**src/rtl/mesif_pkg.sv**
```systemverilog
`timescale 1ns/1ps
package mesif_pkg;
  typedef enum logic [2:0] {
    ST_I = 3'd0,
    ST_S = 3'd1,
    ST_E = 3'd2,
    ST_M = 3'd3,
    ST_F = 3'd4
  } lineState_e;

  typedef enum logic [1:0] {
    CMD_RD  = 2'd0,
    CMD_RFO = 2'd1,
    CMD_INV = 2'd2,
    CMD_NOP = 2'd3
  } busCmd_e;

  // strobes from control to the state bank
  typedef struct packed {
    logic       snpWr;
    lineState_e snpNext;
    logic       locWr;
    lineState_e locNext;
  } strobe_t;

  localparam int STATE_W = 3;
endpackage

```
**src/rtl/mesif_line_bank.sv**
```systemverilog
`timescale 1ns/1ps
module mesif_line_bank
  import mesif_pkg::*;
#(
  parameter int NUM_LINES = 4,
  parameter int IDXW      = 2
) (
  input  logic                         clk,
  input  logic                         rstN,
  input  strobe_t                      strb,
  input  logic [IDXW-1:0]              snpIdx,
  input  logic [IDXW-1:0]              locIdx,
  output lineState_e                   snpState,
  output lineState_e                   locState,
  output logic [STATE_W*NUM_LINES-1:0] lineStates
);
  lineState_e st [NUM_LINES];

  genvar g;
  generate
    for (g = 0; g < NUM_LINES; g++) begin : g_line
      logic snpHere;
      logic locHere;
      assign snpHere = strb.snpWr && (snpIdx == IDXW'(g));
      assign locHere = strb.locWr && (locIdx == IDXW'(g));

      // snoop update takes precedence on a shared index
      always_ff @(posedge clk) begin
        if (!rstN)        st[g] <= ST_I;
        else if (snpHere) st[g] <= strb.snpNext;
        else if (locHere) st[g] <= strb.locNext;
      end

      assign lineStates[g*STATE_W +: STATE_W] = st[g];
    end
  endgenerate

  always_comb begin
    snpState = ST_I;
    locState = ST_I;
    for (int i = 0; i < NUM_LINES; i++) begin
      if (snpIdx == IDXW'(i)) snpState = st[i];
      if (locIdx == IDXW'(i)) locState = st[i];
    end
  end
endmodule

```
**src/rtl/mesif_ctrl.sv**
```systemverilog
`timescale 1ns/1ps
module mesif_ctrl
  import mesif_pkg::*;
#(
  parameter int IDXW = 2
) (
  input  logic            locValid,
  input  logic            locWrite,
  input  logic [IDXW-1:0] locIdx,
  input  logic            snpValid,
  input  logic [1:0]      snpCmd,
  input  logic [IDXW-1:0] snpIdx,
  input  lineState_e      snpState,
  input  lineState_e      locState,
  input  logic            busShared,
  output strobe_t         strb,
  output logic            locGrant,
  output logic            busReqValid,
  output logic [1:0]      busReqCmd,
  output logic            snpSupply,
  output logic            snpWriteback,
  output logic            snpSharedOut
);
  logic    snpAct;
  busCmd_e cmd;

  assign cmd    = busCmd_e'(snpCmd);
  assign snpAct = snpValid && (cmd != CMD_NOP);

  // snoop side
  always_comb begin
    strb.snpWr    = snpAct;
    strb.snpNext  = snpState;
    snpSupply     = 1'b0;
    snpWriteback  = 1'b0;
    snpSharedOut  = 1'b0;
    if (snpAct) begin
      unique case (cmd)
        CMD_RD: begin
          snpSharedOut = (snpState != ST_I);
          unique case (snpState)
            ST_M: begin
              snpSupply    = 1'b1;
              snpWriteback = 1'b1;
              strb.snpNext = ST_S;
            end
            ST_E, ST_F: begin
              snpSupply    = 1'b1;
              strb.snpNext = ST_S;
            end
            default: strb.snpNext = snpState;
          endcase
        end
        CMD_RFO, CMD_INV: begin
          strb.snpNext = ST_I;
          if (snpState == ST_M) begin
            snpSupply    = 1'b1;
            snpWriteback = 1'b1;
          end else if (cmd == CMD_RFO && (snpState == ST_E || snpState == ST_F)) begin
            snpSupply = 1'b1;
          end
        end
        default: strb.snpNext = snpState;
      endcase
    end
  end

  // local side
  always_comb begin
    locGrant     = locValid && !(snpAct && (snpIdx == locIdx));
    strb.locWr   = locGrant;
    strb.locNext = locState;
    busReqValid  = 1'b0;
    busReqCmd    = CMD_RD;
    if (locGrant) begin
      if (locWrite) begin
        strb.locNext = ST_M;
        unique case (locState)
          ST_I: begin
            busReqValid = 1'b1;
            busReqCmd   = CMD_RFO;
          end
          ST_S, ST_F: begin
            busReqValid = 1'b1;
            busReqCmd   = CMD_INV;
          end
          default: busReqValid = 1'b0;
        endcase
      end else if (locState == ST_I) begin
        busReqValid  = 1'b1;
        busReqCmd    = CMD_RD;
        strb.locNext = busShared ? ST_F : ST_E;
      end
    end
  end
endmodule

```
**src/rtl/mesif_snoop_ctrl.sv**
```systemverilog
`timescale 1ns/1ps
module mesif_snoop_ctrl
  import mesif_pkg::*;
#(
  parameter int NUM_LINES = 4,
  localparam int IDXW     = (NUM_LINES > 1) ? $clog2(NUM_LINES) : 1
) (
  input  logic                         clk,
  input  logic                         rstN,
  input  logic                         locValid,
  input  logic                         locWrite,
  input  logic [IDXW-1:0]              locIdx,
  output logic                         locGrant,
  output logic                         busReqValid,
  output logic [1:0]                   busReqCmd,
  input  logic                         busShared,
  input  logic                         snpValid,
  input  logic [1:0]                   snpCmd,
  input  logic [IDXW-1:0]              snpIdx,
  output logic                         snpSupply,
  output logic                         snpWriteback,
  output logic                         snpSharedOut,
  output logic [STATE_W*NUM_LINES-1:0] lineStates
);
  strobe_t    strb;
  lineState_e snpState;
  lineState_e locState;

  mesif_line_bank #(.NUM_LINES(NUM_LINES), .IDXW(IDXW)) i_bank (
    .clk(clk), .rstN(rstN), .strb(strb),
    .snpIdx(snpIdx), .locIdx(locIdx),
    .snpState(snpState), .locState(locState),
    .lineStates(lineStates)
  );

  mesif_ctrl #(.IDXW(IDXW)) i_ctrl (
    .locValid(locValid), .locWrite(locWrite), .locIdx(locIdx),
    .snpValid(snpValid), .snpCmd(snpCmd), .snpIdx(snpIdx),
    .snpState(snpState), .locState(locState), .busShared(busShared),
    .strb(strb), .locGrant(locGrant),
    .busReqValid(busReqValid), .busReqCmd(busReqCmd),
    .snpSupply(snpSupply), .snpWriteback(snpWriteback),
    .snpSharedOut(snpSharedOut)
  );
endmodule

```
**config.mk**
```make
export PLATFORM = sky130hd
export DESIGN_NAME = mesif_snoop_ctrl
export DESIGN_NICKNAME = d
export VERILOG_FILES = /design/src/rtl/mesif_pkg.sv /design/src/rtl/mesif_line_bank.sv /design/src/rtl/mesif_ctrl.sv /design/src/rtl/mesif_snoop_ctrl.sv
export SDC_FILE = /design/constraint.sdc
export NUM_CORES = 1
export LEC_CHECK = 0
export BUFFER_PORTS_ARGS = -buffer_cell sky130_fd_sc_hd__clkbuf_2
export CORE_MARGIN = 8
export CORE_UTILIZATION = 54
export CTS_BUF_LIST = sky130_fd_sc_hd__clkbuf_16
export DETAILED_ROUTE_END_ITERATION = 10
export PLACE_DENSITY = 0.79
export SYNTH_ARGS = -nofsm -noshare
export SYNTH_HDL_FRONTEND = slang
export SYNTH_SLANG_ARGS = --single-unit
```
**constraint.sdc**
```tcl
create_clock -name clk -period 5.69 [get_ports clk]
set_clock_uncertainty 0.15 [all_clocks]
set_input_delay 1.138 -clock clk [delete_from_list [all_inputs] [get_ports clk]]
set_output_delay 1.138 -clock clk [all_outputs]
set_load 0.01 [all_outputs]
```
======== Yosys cells after proc, flatten, opt, wreduce, memory -nomap -nowiden ========
Memory sizes are Yosys's and may differ from the RTL's.
Cells that the tools add are included.
word-level totals
  memory bits (writable) .................. 12
  memories kept ........................... 1
  output and inout port bits .............. 19
  register bits after elaboration ......... 0
  logic and storage cells ................. 117
memory list
  name       words  width  read ports  clocked after Yosys merged registers in  write ports  RTL line               text
  i_bank.st  4      3      4           0                                        4            mesif_line_bank.sv:17  lineState_e st [NUM_LINES];
cells by class
  equality and inequality tests ........... 15
  reduce and logical (&&, ||, !) cells .... 24
  bitwise logic cells ..................... 8
  mux-type cells .......................... 69
operator list
  cell                                                                    number
  3-bit 2-to-1 mux                                                        22
  1-bit 2-to-1 mux                                                        42
  1-bit logical AND                                                       12
  2-bit equality test (second input constant)                             5
  3-bit OR reduction                                                      3
  1-bit bitwise OR                                                        8
  2-bit by 1-bit equality test with 1-bit output (second input constant)  3
  3-bit by 2-bit equality test with 1-bit output (second input constant)  2
  3-bit equality test (second input constant)                             2
  2-bit zero test                                                         3
  3-bit case mux with 2 select lines                                      1
  2-bit 2-to-1 mux                                                        2
  2-bit case mux with 2 select lines                                      1
  2-bit OR reduction                                                      2
  3-bit by 1-bit equality test with 1-bit output (second input constant)  1
  3-bit zero test                                                         1
  3-bit nonzero test                                                      1
  2-bit equality test                                                     1
  2-bit != test (second input constant)                                   1
  1-bit case mux with 2 select lines                                      1
  1-bit zero test                                                         1
  1-bit logical OR                                                        1

======== Longest topological paths before layout ========
  depth after elaboration ................. 12
  depth in mapped cells ................... 6
  gate-level depth less buffers ........... 5

======== Cells and area by module ========
Synthesis repeated with hierarchy kept, for this count alone.
unflattened totals
  cells, all modules ...................... 94
  area, all modules ....................... 1109.8 µm²
by module, submodules not included
  module           area an instance (µm²)  cells an instance  instances  seq. area each (µm²)
  mesif_line_bank  798.3                   50                 1          360.3
  mesif_ctrl       311.5                   44                 1          0.0

======== Worst setup path before layout ========
Ideal clock, no wire load.
  kind .................................... input -> output
  start point ............................. in locIdx[0]
  end point ............................... out busReqValid
  slack ................................... 1.978 ns
  data required time ...................... 4.402 ns
  cell stages on the path ................. 5
  arrival ................................. 2.424 ns
  path through ............................ buf_6 > mux4_1 > nor2_1 > a21oi_1 > nor3b_1
on the way
  word-level cells in the longest chain between the ends .. 10
  elaborated cells between the ends (all ways) .. 20
  those cells by class .................... 6 x eq/ne; 8 x mux; 6 x reduce/logical
ends and longest elaborated chain
  element                                                                       RTL line                text
  start, declared                                                               mesif_snoop_ctrl.sv:12  input logic [IDXW-1:0] locIdx,
  2-bit zero test                                                               mesif_line_bank.sv:43   if (locIdx == IDXW'(i)) locState = st[i];
  3-bit 2-to-1 mux (4 in series)                                                mesif_line_bank.sv:43
  3-bit by 1-bit equality test with 1-bit output, or another cell as far along  mesif_ctrl.sv:78        unique case (locState)
  3-bit OR reduction (no line)                                                  n/a
  1-bit 2-to-1 mux                                                              mesif_ctrl.sv:78
  1-bit 2-to-1 mux                                                              mesif_ctrl.sv:76        if (locWrite) begin
  1-bit 2-to-1 mux *                                                            mesif_ctrl.sv:75        if (locGrant) begin
  end, declared                                                                 mesif_snoop_ctrl.sv:14  output logic busReqValid,
Every way passes the cells marked *; elsewhere a longest branch is shown, timed or not.

======== Worst setup path after layout ========
  start point ............................. in snpCmd[0]
  end point ............................... out busReqCmd[0]
on the way
  word-level cells in the longest chain between the ends .. 6
ends and longest elaborated chain
  element            RTL line                text
  start, declared    mesif_snoop_ctrl.sv:18  input logic [1:0] snpCmd,
  2-bit != test      mesif_ctrl.sv:28        assign snpAct = snpValid && (cmd != CMD_NOP);
  1-bit logical AND  mesif_ctrl.sv:28
  1-bit logical AND  mesif_ctrl.sv:70        locGrant = locValid && !(snpAct && (snpIdx == locIdx));
  1-bit zero test    mesif_ctrl.sv:70
  1-bit logical AND  mesif_ctrl.sv:70
  2-bit 2-to-1 mux   mesif_ctrl.sv:75
  end, declared      mesif_snoop_ctrl.sv:15  output logic [1:0] busReqCmd,
No other way between the ends.

==> impl_metrics.json <==
{
  "wl_per_cell_um": 18.50,
  "fmax_mhz": 249.7,
  "root_buffer": "clkbuf_16",
  "via_count": 931,
  "ys_seq_elements": 12,
  "dp_hpwl_um": 2224,
  "core_mm2": 0.001745,
  "drc": 0,
  "cts.sink_count": 12,
  "critPathMaxFanout": 10,
  "cp-endpoint": "busReqCmd[0]",
  "synthFlopType": "edfxtp_1",
  "report.final.slew_viol_count": 0,
  "crit_required_ps": 4400,
  "hold_viol": 0,
  "synth_enable_flop_cells": 12,
  "grt_pass1_vias": 901,
  "cp.arrival_ps": 2720,
  "power_uw": 309.1,
  "critical_path.startpoint": "snpCmd[0]",
  "post-route-period-util_pct": 70.37,
  "rr_endpoint": "i_bank.st[2][2]",
  "rrSetupSlack_ps": 3580,
  "grt_max_degree": 12,
  "ioPinCount": 31,
  "hold_class": "reg2reg",
  "path_clk_slew_ps": 40,
  "top_regs": "i_bank.st (12)",
  "yosys.area.top_type": "edfxtp_1",
  "status": "finished, final reports clean",
  "largest_reg_flops": 12,
  "firstDrtPassIters": 4,
  "rr_worst_depth": 4,
  "synth.most_common_cell": "edfxtp_1",
  "die_w_um": 59.38,
  "setup_viol": 0,
  "syn_area_per_cell_um2": 10.92,
  "grt_setup_unrepaired": "no",
  "postCtsSetupBuffers": 0,
  "vias_per_cell": 6.377,
  "syn-num-nets": 108,
  "antenna_cells": 0,
  "ys_top_cells_by_count": "edfxtp_1, nand3_1, o22ai_1, inv_1, nor2_1",
  "cts_hold_buf": 0,
  "antenna_found_initial": 0,
  "cts_inserted_buffers": 3,
  "ctsHtreeMaxLevel": 1,
  "io_buffers": 30,
  "r2r_start": "i_bank.st[2][2]",
  "ys_seq_area_share_pct": 35.47,
  "tns_ps": 0,
  "gp_congestion": 0.8829,
  "seqPwrFrac_pct": 35.2,
  "synthToLayoutAreaGrowth_pct": 21.68,
  "syn_area_mm2": 0.001016,
  "clk_latency_ps": 240,
  "fin_ws_ps": 1686,
  "p_comb_share_pct": 24.0,
  "row_count": 15,
  "power_density_mw_per_mm2": 250.0,
  "grt_first_pass_wirelength_um": 4264,
  "grt.total_usage_pct": 15.89,
  "cp-end-kind": "output port",
  "start_util_pct": 58.21,
  "ys_top_cells_by_area": "edfxtp_1, mux4_2, mux4_1, o22ai_1, nand3_1",
  "ir_drop_uv": 242.4,
  "yosysUniqueCellTypes": 33,
  "ctsResizeCount": 0,
  "regMostFlops": "i_bank.st",
  "power.leakage_uw": 0.0005122,
  "nNetsFinal": 137,
  "die_area_mm2": 0.003525,
  "utilization_pct": 70.82,
  "finalCriticalPeriod_ps": 4004,
  "syn_inst": 93,
  "relSlewSlack_pct": 53.93,
  "pwr-share-clk_pct": 40.9,
  "start_kind": "input pin",
  "p_sw_share_pct": 26.80,
  "overflow": 0,
  "synth_top_area_share_pct": 35.47,
  "drtAntennaViolNets": 0,
  "critical_path_class": "in2out",
  "synth-async-reset-ratio_pct": 0,
  "p_int_uw": 226.2,
  "clock_path_buffers": 2,
  "drtIter0Drc": 41,
  "routed_wl_um": 2701,
  "maxCapViolations": 0,
  "place_ws_ps": 1736,
  "p_sw_uw": 82.84,
  "drive_gt1_share_pct": 35.54,
  "ys_warn_count": 0,
  "cts_tree": "yes",
  "die_h_um": 59.38,
  "worst_pin_slew_ps": 689.7
}
==> worst min-delay path by stage <==
| stage | startpoint | cells past startpoint | endpoint | slack [ps] |
|---|---|---|---|---|
| 2_1_floorplan | i_bank.st[0][1] | 3 | i_bank.st[1][1] | 820 |
| 3_3_place_gp | i_bank.st[0][1] | 3 | i_bank.st[2][1] | 840 |
| 3_5_place_dp | i_bank.st[0][1] | 3 | i_bank.st[1][1] | 870 |
| 4_1_cts | i_bank.st[0][1] | 3 | i_bank.st[1][1] | 880 |
| 5_1_grt | i_bank.st[0][1] | 3 | i_bank.st[2][1] | 910 |
| 6_report | i_bank.st[3][1] | 3 | i_bank.st[1][1] | 880 |
==> metrics by stage <==
stage	hold WS [ps]	cells	instance area, um^2
after detailed placement	865.1	142	1157
after global placement	835.5	142	1157
after CTS	884.0	146	1236
final	882.6	146	1236
after floorplan	818.7	93	1016
after global routing	905.3	146	1236
==> cell type report <==
class	count	area [um^2]
inverters	7	26.28
repair buffers	30	150.1
clock buffers	3	75.07
flip-flops and latches	12	360.3
clock inverters	1	3.754
well taps	25	31.28
multi-input cells	68	589.3
fillers	153	509.2
==> critical path, stage by stage <==
cell and delay [ps]:
clkbuf_2 100, ha_1 190, nor2b_1 540, a31oi_2 350, nand3b_1 200, nor3_1 60
clkbuf_2 130
==> cell families (layout without fill, tap and decap cells) <==
logic type	Yosys count	after routing	share of synthesized area, %
XOR/XNOR	3	3	2.587
adder cells (fa/ha/maj)	3	3	3.695
buffers and inverters	13	41	6.528
AND/OR/NAND/NOR	35	35	19.83
flip-flops	12	12	35.47
multiplexers	6	6	14.04
AO/OA/AOI/OAI	21	21	17.86
==> power groups by stage <==
stage                     logic, uW  registers (uW)  clock network, uW
after global routing           80.1             109                132
after global placement         70.7             110                  0
after floorplan                50.5             111                  0
after CTS                      73.6             108                129
after detailed placement       73.2             110                  0
final                          74.0             109                126
==> routing by layer <==
metal / up-vias / part of all wire (%) / global-route usage (%) / wire (um)
li1: 431 / - / - / -
met1: 436 / 38 / 17.79 / 1017
met2: 53 / 50 / 25.42 / 1353
met3: 11 / 9.0 / 3.688 / 242
met4: 0 / 3.2 / 11.95 / 87
met5: - / 0 / 0 / 0
==> cell usage in the layout (no fill, tap or decap), types with 2 or more instances in the layout <==
master / netlist / layout
a21oi_1: 2 / 2
and3_1: 2 / 2
clkbuf_16: 0 / 3
clkbuf_2: 0 / 30
edfxtp_1: 12 / 12
ha_1: 3 / 3
inv_1: 7 / 7
mux4_1: 2 / 2
mux4_2: 4 / 4
nand2_1: 2 / 2
nand3_1: 9 / 9
nand4_1: 5 / 5
nor2_1: 6 / 6
nor2b_1: 2 / 2
nor3b_1: 2 / 2
o22ai_1: 8 / 8
o32ai_1: 4 / 4
xnor2_1: 3 / 3
Note: power is estimated with default switching activity, not from simulation.
